**src/rtl/chanprog_pkg.sv**
```systemverilog
package chanprog_pkg;
  localparam int AW      = 32;
  localparam int DW      = 32;
  localparam int CNT_W   = 16;
  localparam int BYTE_W  = 8;
  localparam int CCW_W   = 2 * DW;

  localparam logic [7:0] OP_TO_DEV  = 8'h01;
  localparam logic [7:0] OP_TO_MEM  = 8'h02;
  localparam logic [7:0] OP_NOP     = 8'h03;

  typedef enum logic [3:0] {
    S_IDLE, S_FHI, S_FLO, S_DEC, S_RDM, S_PUSH,
    S_PULL, S_WRM, S_NEXT, S_ST0, S_ST1
  } state_t;

  typedef struct packed {
    logic [7:0]       op;
    logic             chain;
    logic [CNT_W-1:0] count;
    logic [AW-1:0]    buf_addr;
    logic             bad_op;
    logic             zero_cnt;
  } ccw_t;
endpackage

```
**src/rtl/chanprog_decode.sv**
```systemverilog
module chanprog_decode
  import chanprog_pkg::*;
(
  input  logic [CCW_W-1:0] word_i,
  output ccw_t             ccw_o
);
  logic unused_rsvd;
  assign unused_rsvd = ^word_i[54:48];

  always_comb begin
    ccw_o.op       = word_i[63:56];
    ccw_o.chain    = word_i[55];
    ccw_o.count    = word_i[47:32];
    ccw_o.buf_addr = word_i[31:0];
    ccw_o.bad_op   = !(ccw_o.op == OP_TO_DEV || ccw_o.op == OP_TO_MEM || ccw_o.op == OP_NOP);
    ccw_o.zero_cnt = (ccw_o.count == '0);
  end
endmodule

```
**src/rtl/chanprog_count.sv**
```systemverilog
module chanprog_count #(
  parameter int W = 16
) (
  input  logic         clk,
  input  logic         rst_n,
  input  logic         load_i,
  input  logic [W-1:0] load_val_i,
  input  logic         dec_i,
  output logic [W-1:0] cnt_o,
  output logic         last_o
);
  logic [W-1:0] cnt_q, cnt_d;

  always_comb begin
    cnt_d = cnt_q;
    if (load_i)     cnt_d = load_val_i;
    else if (dec_i) cnt_d = cnt_q - W'(1);
  end

  always_ff @(posedge clk or negedge rst_n) begin
    if (!rst_n) cnt_q <= '0;
    else if (load_i || dec_i) cnt_q <= cnt_d;
  end

  assign cnt_o  = cnt_q;
  assign last_o = (cnt_q == W'(1));
endmodule

```
**src/rtl/chanprog_exec.sv**
```systemverilog
module chanprog_exec
  import chanprog_pkg::*;
#(
  parameter logic [31:0] STATUS_ADDR = 32'h0000_0040
) (
  input  logic          clk,
  input  logic          rst_n,
  input  logic          start_i,
  input  logic [AW-1:0] start_addr_i,
  output logic          ack_started_o,
  output logic          ack_busy_o,
  output logic          irq_o,
  input  logic          irq_clr_i,
  output logic          mem_req_o,
  output logic          mem_we_o,
  output logic [AW-1:0] mem_addr_o,
  output logic [DW-1:0] mem_wdata_o,
  input  logic          mem_ack_i,
  input  logic [DW-1:0] mem_rdata_i,
  output logic          dev_tx_valid_o,
  output logic [7:0]    dev_tx_data_o,
  input  logic          dev_tx_ready_i,
  input  logic          dev_rx_valid_i,
  input  logic [7:0]    dev_rx_data_i,
  output logic          dev_rx_ready_o
);
  localparam logic [AW-1:0] HALF_STEP = AW'(DW / 8);
  localparam logic [AW-1:0] CCW_STEP  = AW'(CCW_W / 8);
  localparam int            PAD_W     = DW - CNT_W - 2;

  state_t            state_q, state_d;
  logic [AW-1:0]     cmd_q, cmd_d, buf_q, buf_d;
  logic [DW-1:0]     hi_q, hi_d, lo_q, lo_d;
  logic              chain_q, chain_d, first_q, first_d;
  logic [1:0]        err_q, err_d;
  logic [BYTE_W-1:0] byte_q, byte_d;
  logic              started_q, started_d, busy_q, busy_d, irq_q, irq_d;
  logic              cnt_load, cnt_dec, cnt_last;
  logic [CNT_W-1:0]  cnt_val, cnt;
  ccw_t              ccw;

  chanprog_decode u_dec (.word_i({hi_q, lo_q}), .ccw_o(ccw));

  chanprog_count #(.W(CNT_W)) u_cnt (
    .clk(clk), .rst_n(rst_n), .load_i(cnt_load), .load_val_i(cnt_val),
    .dec_i(cnt_dec), .cnt_o(cnt), .last_o(cnt_last)
  );

  always_comb begin
    state_d = state_q;  cmd_d = cmd_q;  buf_d = buf_q;
    hi_d = hi_q;  lo_d = lo_q;  chain_d = chain_q;  first_d = first_q;
    err_d = err_q;  byte_d = byte_q;
    started_d = 1'b0;
    busy_d    = start_i && (state_q != S_IDLE);
    irq_d     = irq_q && !irq_clr_i;
    cnt_load = 1'b0;  cnt_val = '0;  cnt_dec = 1'b0;
    mem_req_o = 1'b0;  mem_we_o = 1'b0;  mem_addr_o = '0;  mem_wdata_o = '0;
    dev_tx_valid_o = 1'b0;  dev_rx_ready_o = 1'b0;
    unique case (state_q)
      S_IDLE: if (start_i) begin
        cmd_d = start_addr_i;  first_d = 1'b1;  err_d = '0;  state_d = S_FHI;
      end
      S_FHI: begin
        mem_req_o = 1'b1;  mem_addr_o = cmd_q;
        if (mem_ack_i) begin hi_d = mem_rdata_i;  state_d = S_FLO; end
      end
      S_FLO: begin
        mem_req_o = 1'b1;  mem_addr_o = cmd_q + HALF_STEP;
        if (mem_ack_i) begin
          lo_d = mem_rdata_i;  started_d = first_q;  first_d = 1'b0;  state_d = S_DEC;
        end
      end
      S_DEC: begin
        chain_d = ccw.chain;  buf_d = ccw.buf_addr;  cnt_load = 1'b1;  cnt_val = ccw.count;
        if (ccw.bad_op || ccw.zero_cnt) begin
          err_d = {ccw.zero_cnt, ccw.bad_op};  state_d = S_ST0;
        end else if (ccw.op == OP_TO_DEV) state_d = S_RDM;
        else if (ccw.op == OP_TO_MEM)     state_d = S_PULL;
        else begin cnt_val = '0;  state_d = S_NEXT; end
      end
      S_RDM: begin
        mem_req_o = 1'b1;  mem_addr_o = buf_q;
        if (mem_ack_i) begin byte_d = mem_rdata_i[BYTE_W-1:0];  state_d = S_PUSH; end
      end
      S_PUSH: begin
        dev_tx_valid_o = 1'b1;
        if (dev_tx_ready_i) begin
          cnt_dec = 1'b1;  buf_d = buf_q + AW'(1);
          state_d = cnt_last ? S_NEXT : S_RDM;
        end
      end
      S_PULL: begin
        dev_rx_ready_o = 1'b1;
        if (dev_rx_valid_i) begin byte_d = dev_rx_data_i;  state_d = S_WRM; end
      end
      S_WRM: begin
        mem_req_o = 1'b1;  mem_we_o = 1'b1;  mem_addr_o = buf_q;
        mem_wdata_o = {{(DW-BYTE_W){1'b0}}, byte_q};
        if (mem_ack_i) begin
          cnt_dec = 1'b1;  buf_d = buf_q + AW'(1);
          state_d = cnt_last ? S_NEXT : S_PULL;
        end
      end
      S_NEXT: begin
        if (chain_q) begin cmd_d = cmd_q + CCW_STEP;  state_d = S_FHI; end
        else state_d = S_ST0;
      end
      S_ST0: begin
        mem_req_o = 1'b1;  mem_we_o = 1'b1;  mem_addr_o = STATUS_ADDR;  mem_wdata_o = cmd_q;
        if (mem_ack_i) state_d = S_ST1;
      end
      S_ST1: begin
        mem_req_o = 1'b1;  mem_we_o = 1'b1;  mem_addr_o = STATUS_ADDR + HALF_STEP;
        mem_wdata_o = {{PAD_W{1'b0}}, err_q, cnt};
        if (mem_ack_i) begin irq_d = 1'b1;  state_d = S_IDLE; end
      end
      default: state_d = S_IDLE;
    endcase
  end

  always_ff @(posedge clk or negedge rst_n) begin
    if (!rst_n) begin
      state_q <= S_IDLE;  cmd_q <= '0;  buf_q <= '0;  hi_q <= '0;  lo_q <= '0;
      chain_q <= 1'b0;  first_q <= 1'b0;  err_q <= '0;  byte_q <= '0;
      started_q <= 1'b0;  busy_q <= 1'b0;  irq_q <= 1'b0;
    end else begin
      state_q <= state_d;  cmd_q <= cmd_d;  buf_q <= buf_d;  hi_q <= hi_d;  lo_q <= lo_d;
      chain_q <= chain_d;  first_q <= first_d;  err_q <= err_d;  byte_q <= byte_d;
      started_q <= started_d;  busy_q <= busy_d;  irq_q <= irq_d;
    end
  end

  assign ack_started_o = started_q;
  assign ack_busy_o    = busy_q;
  assign irq_o         = irq_q;
  assign dev_tx_data_o = byte_q;
endmodule

```
**config.mk**
```make
export PLATFORM = sky130hd
export DESIGN_NAME = chanprog_exec
export DESIGN_NICKNAME = d
export VERILOG_FILES = /design/src/rtl/chanprog_pkg.sv /design/src/rtl/chanprog_decode.sv /design/src/rtl/chanprog_count.sv /design/src/rtl/chanprog_exec.sv
export SDC_FILE = /design/constraint.sdc
export NUM_CORES = 1
export LEC_CHECK = 0
export ABC_AREA = 1
export BUFFER_PORTS_ARGS = -buffer_cell sky130_fd_sc_hd__buf_2
export CAP_MARGIN = 20
export CORE_MARGIN = 1.5
export CORE_UTILIZATION = 58
export DETAILED_ROUTE_END_ITERATION = 8
export PLACE_DENSITY = 0.81
export SETUP_SLACK_MARGIN = 0.05
export SLEW_MARGIN = 20
export SYNTH_ARGS = -nofsm -noshare
export SYNTH_HDL_FRONTEND = slang
export SYNTH_SLANG_ARGS = --single-unit
```
**constraint.sdc**
```tcl
create_clock -name clk -period 2.6 [get_ports clk]
set_input_delay 0.39 -clock clk [delete_from_list [all_inputs] [get_ports clk]]
set_output_delay 0.39 -clock clk [all_outputs]
set_load 0.05 [all_outputs]
```
# Word-level counts from Yosys, hierarchy flattened
# Cells that the tools add are included.
# totals
input_bits	79
regBits	163
output_inout_bits	79
elab_cells	122
# classes
n_addsub	4
eq_ne	25
reduce_logical	29
muxes	51
# op_table
op	count
$pmux W32 S3	2
$pmux W32 S5	1
$mux W32	4
$mux W16	6
$pmux W32 S2	1
$mux W4	15
$pmux W4 S11	1
$add A32 B1 Y32 const B	1
$add A32 B3 Y32 const B	1
$add A32 B4 Y32 const B	1
$ne A2 B2 Y1 const B	11
$eq A16 B1 Y1 const B	1
$eq A4 B3 Y1 const B	4
$eq A8 B2 Y1 const B	2
$logic_not A16 Y1	1
$mux W8	2
$pmux W8 S2	1
$sub A16 B1 Y16 const B	1
$reduce_and A3 Y1	5
$mux W1	13
$eq A4 B4 Y1 const B	3
$reduce_bool A2 Y1	5
$reduce_and A9 Y1	1
$eq A4 B2 Y1 const B	2
other kinds (15)	24

# Depth between registers and ports, before layout
# logic_depth
ltp_word	8
mapped_depth	11
ltp_nobuf	11

# Modules after synthesis
# Synthesis repeated with hierarchy kept, for this count alone.
# hier_totals
cells_unflattened	1775
area_unflattened_um2	11538.6
# modules_own_cells
module	area_each_um2	instances	seq_area_each_um2	cells_per_inst
chanprog_exec	9863.2	1	3678.5	1530
chanprog_count	1122.3	1	400.4	156
chanprog_decode	553.0	1	0.0	89

# Least setup slack after synthesis
# Ideal clock, no wire load.
# synth_path
path_type	register to output
start	register cmd_q[3]
end	output port mem_addr_o[21]
t_arrival_ns	2.492
path_stages_with_launch	8
n_path_buf	0
required_ns	2.210
path_slack_ns	-0.282
path_cell_list	dfrtp_1 ha_1 nand3_1 nor2_1 nand2_1 o21ai_0 nand2_1 o21ai_0
# synth_between
elab_chain_cells	2
# synth_lines
element	line_no	source
from (decl)	chanprog_exec.sv:32	logic [AW-1:0] cmd_q, cmd_d, buf_q, buf_d;
from (signal assigned)	chanprog_exec.sv:127	state_q <= state_d; cmd_q <= cmd_d; buf_q <= buf_d; hi_q <= hi_d; lo_q <= lo_d;
$add A32 B3 Y32	chanprog_exec.sv:68	mem_req_o = 1'b1; mem_addr_o = cmd_q + HALF_STEP;
$pmux W32 S5	chanprog_exec.sv:59	unique case (state_q)
to (decl)	chanprog_exec.sv:16	output logic [AW-1:0] mem_addr_o,
# No other way between the ends.

# Worst setup path in the final report
# layout_path
start	register state_q[3]
end	output port mem_addr_o[16]
# layout_between
elab_chain_cells	3
elab_cells_between_ends	8
cone_classes	6 x eq/ne; 1 x mux; 1 x reduce/logical
# layout_lines
element	line_no	source
from (decl)	chanprog_exec.sv:31	state_t state_q, state_d;
from (signal assigned)	chanprog_exec.sv:127	
$eq A4 B3 Y1	chanprog_exec.sv:59	
$reduce_or A2 Y1 (no line)	--	
$pmux W32 S5 (*)	chanprog_exec.sv:59	
# Every way passes the cells marked *; elsewhere a longest branch is shown, timed or not.

==> results.md <==
* Grt total ovfl at 0
* Data arrival, critical path at 2.15 ns
* ANT cells at 0
* Pleak at 0.00602 µW
* Initial antenna violation count at 0
* Status: finished, final reports clean
* Initial Util at 59.3%
* Core region area at 17200 µm²
* RePlAce Congestion at 1.07
* Worst-path clk slew at 0.07 ns
* Clock tree root driver cell: clkbuf_16
* Worst setup SP type: flop
* Worst Min Path Start: irq_clr_i
* Port bufs at 157
* FF/Latch Area at 3920 µm²
* Avg Cell Area, Syn at 6.47 µm²
* Final hold vios at 0
* Critical path class: flop to primary output
* CTS Buf Count at 17
* Placed cells at 1942
* Max-Cap Viols at 0
* Seq cells post-synth at 156
* Worst Path Required at 2.21 ns
* Least-Margin Pin Slew at 0.922 ns
* Die X at 136 µm
* CP Max Fanout at 7
* Worst hold-check path type: primary input to flop
* HPWL Detailed at 27500 µm
* Syn Nets at 1663
* Clock Latency Late Sink at 0.44 ns
* Unrepaired setup endpoints after global routing: yes
* Yosys cell types at 36
* Post-synth EDFFs at 0
* Rel. slew slack at 38.4%
* Synth top area share at 38.2%
* Wirelength, routed at 37500 µm
* DRC at 0
* Max Slew Vio Count at 0
* Primary FF master, synth: dfrtp_1
* Crit. End Element: primary output
* Synth async-reset ratio at 100%
* Rows at 48
* VDD IR max at 0.757 mV
* CTS tree: done
* Area leader, netlist: dfrtp_1
* CTS Buffer Depth at 2
* Fin util at 72.4%
* Largest net degree at the start of global routing at 64
* Post-synth top cells: 493 x nand2_1, 235 x nor2_1, 156 x dfrtp_1
* Finish-stage setup viols at 0
* Clk sink count at 156
* Initial DRC Count at 1529
* Synth Warn # at 0
* DR pass1 iterations at 9
* Filler cells at 1500
* Via/cell ratio at 5.91
* GRT Util Overall at 40.9%
* First-pass GRT wire length at 56900 µm
* Synth-to-layout area growth at 22.1%
* R2r startpoint: state_q[1]
* Fin crit period at 2.54 ns
* Cell Pwr Density at 1340 nW/µm²
* DR WL/cell at 18.9 µm
* Num ports at 158
* Post-synthesis cell count at 1579
* Die Height at 136 µm
* Non-Filler Instances at 1979
* Tot Pwr at 16700 µW
* Via Count at 11.7k
* Synthesized area at 10200 µm²
* Vias in the first global route at 10.4k
* Final Skew at 0.0162 ns
* Fmax at 393 MHz
* DRT antenna net count at 0
* Seq/Total Area, Yosys at 38.2%
* Final worst-path cycle share at 97.7%
* Most frequent cell after synthesis: nand2_1
* Worst Setup SP: state_q[3]
* H-tree depth at 4
* Multi-input logic area at 5730 µm²
* Flop2flop setup slack at 0.34 ns
* Total Nets Final at 1825
* Layout cells sized above 1 at 18.7%
* Dominant cells by area after synthesis: dfrtp_1 38%, nand2_1 18%, nor2_1 8.6%
* Setup TNS at 0 ns
* Die ar. at 18400 µm²
## metrics by stage
step | instance area, µm² | worst slack, ns | hold slack, ns
6_report | 12500 | 0.0586 | 0.135
5_1_grt | 12500 | 0.000988 | 0.143
4_1_cts | 12200 | 0.0400 | 0.126
3_5_place_dp | 11400 | 0.269 | 0.422
3_3_place_gp | 11400 | 0.278 | 0.409
2_1_floorplan | 10200 | 0.0394 | 0.0944
## metal layers
layer | share of wire, % | up-vias | GRT usage [%] | wire length (µm)
met5 | 0 | - | 0 | 0
met4 | 4.6 | 0 | 20.4 | 1730
met3 | 9.8 | 116 | 7.97 | 3680
met2 | 46 | 707 | 64.0 | 17300
met1 | 40 | 5412 | 54.2 | 14800
li1 | - | 5454 | - | -
## worst paths after layout
check                                 end  depth (start not counted)
hold reg to reg                  lo_q[28]                          2
max in group asynchronous         hi_q[8]                          3
setup reg to reg                buf_q[18]                          9
setup / recovery           mem_addr_o[16]                          8
min in group asynchronous       cmd_q[24]                          2
hold / removal                      irq_o                          2
## cells by family (layout without fill, tap and decap cells)
kind of cell	Yosys count	after routing	synth area share, %
XOR/XNOR	13	13	1.11
AO/OA/AOI/OAI	283	283	15.7
multiplexers	1	1	0.110
AND/OR/NAND/NOR	908	908	36.1
buffers and inverters	213	388	8.16
adder cells (fa/ha/maj)	5	5	0.612
flip-flops	156	156	38.2
## final cells by class
type / instances / area share (%)
Multi-Input combinational cell: 1210 / 46.0
Sequential cell: 156 / 31.4
Timing Repair Buffer: 201 / 10.5
Inverter: 155 / 4.70
Clock buffer: 17 / 3.41
Tap cell: 225 / 2.26
Clock inverter: 15 / 1.76
## sequential cells by signal, summed over array words and instances, names as in the netlist
| name | flops |
|---|---|
| ack_busy_o | 1 |
| ack_started_o | 1 |
| buf_q | 32 |
| chain_q | 1 |
| cmd_q | 32 |
| dev_tx_data_o | 8 |
| err_q | 2 |
| first_q | 1 |
| hi_q | 25 |
| irq_o | 1 |
| lo_q | 32 |
| state_q | 4 |
| u_cnt.cnt_o | 16 |
## where the power goes
group	switching [µW]	internal [µW]	leakage (µW)
clock	1240	1490	0.000306
combinational	6340	2690	0.00381
sequential	1360	3550	0.00191
total	8930	7730	0.00602
## placed cells by master (no fill, tap or decap), types with 5 or more instances in the layout
cell type / instances
nand2_1: 482
nor2_1: 205
dfrtp_1: 145
inv_1: 144
nand3_1: 141
o21ai_0: 134
buf_2: 119
buf_4: 58
a21oi_1: 57
a22oi_1: 22
nor2_2: 21
o22ai_1: 19
clkbuf_16: 17
nor2_4: 15
xor2_1: 13
nand2_2: 12
o21ai_1: 11
dfrtp_2: 11
o221ai_1: 10
buf_6: 10
inv_2: 9
or2_2: 9
nand4_1: 8
o211ai_1: 8
clkbuf_4: 8
nand3_2: 6
a31oi_1: 6
clkinv_8: 5
## what timing repair did
item,in CTS,in global routing
buffers inserted,1,2
endpoints found under the setup margin,50,59
hold buffers,1,0
hold endpoints to repair,59,0
pin swaps,0,3
gates resized for setup,60,93
gates cloned,0,1
## critical path, cell delays in order (launching register included)
cell and delay, ns:
dfrtp_2 0.47, inv_2 0.13, nand2_2 0.08, nor2_2 0.13
inv_2 0.09, nand2_2 0.09, inv_1 0.18, o221ai_1 0.29
buf_4 0.26
Note: power is estimated with default switching activity, not from simulation.
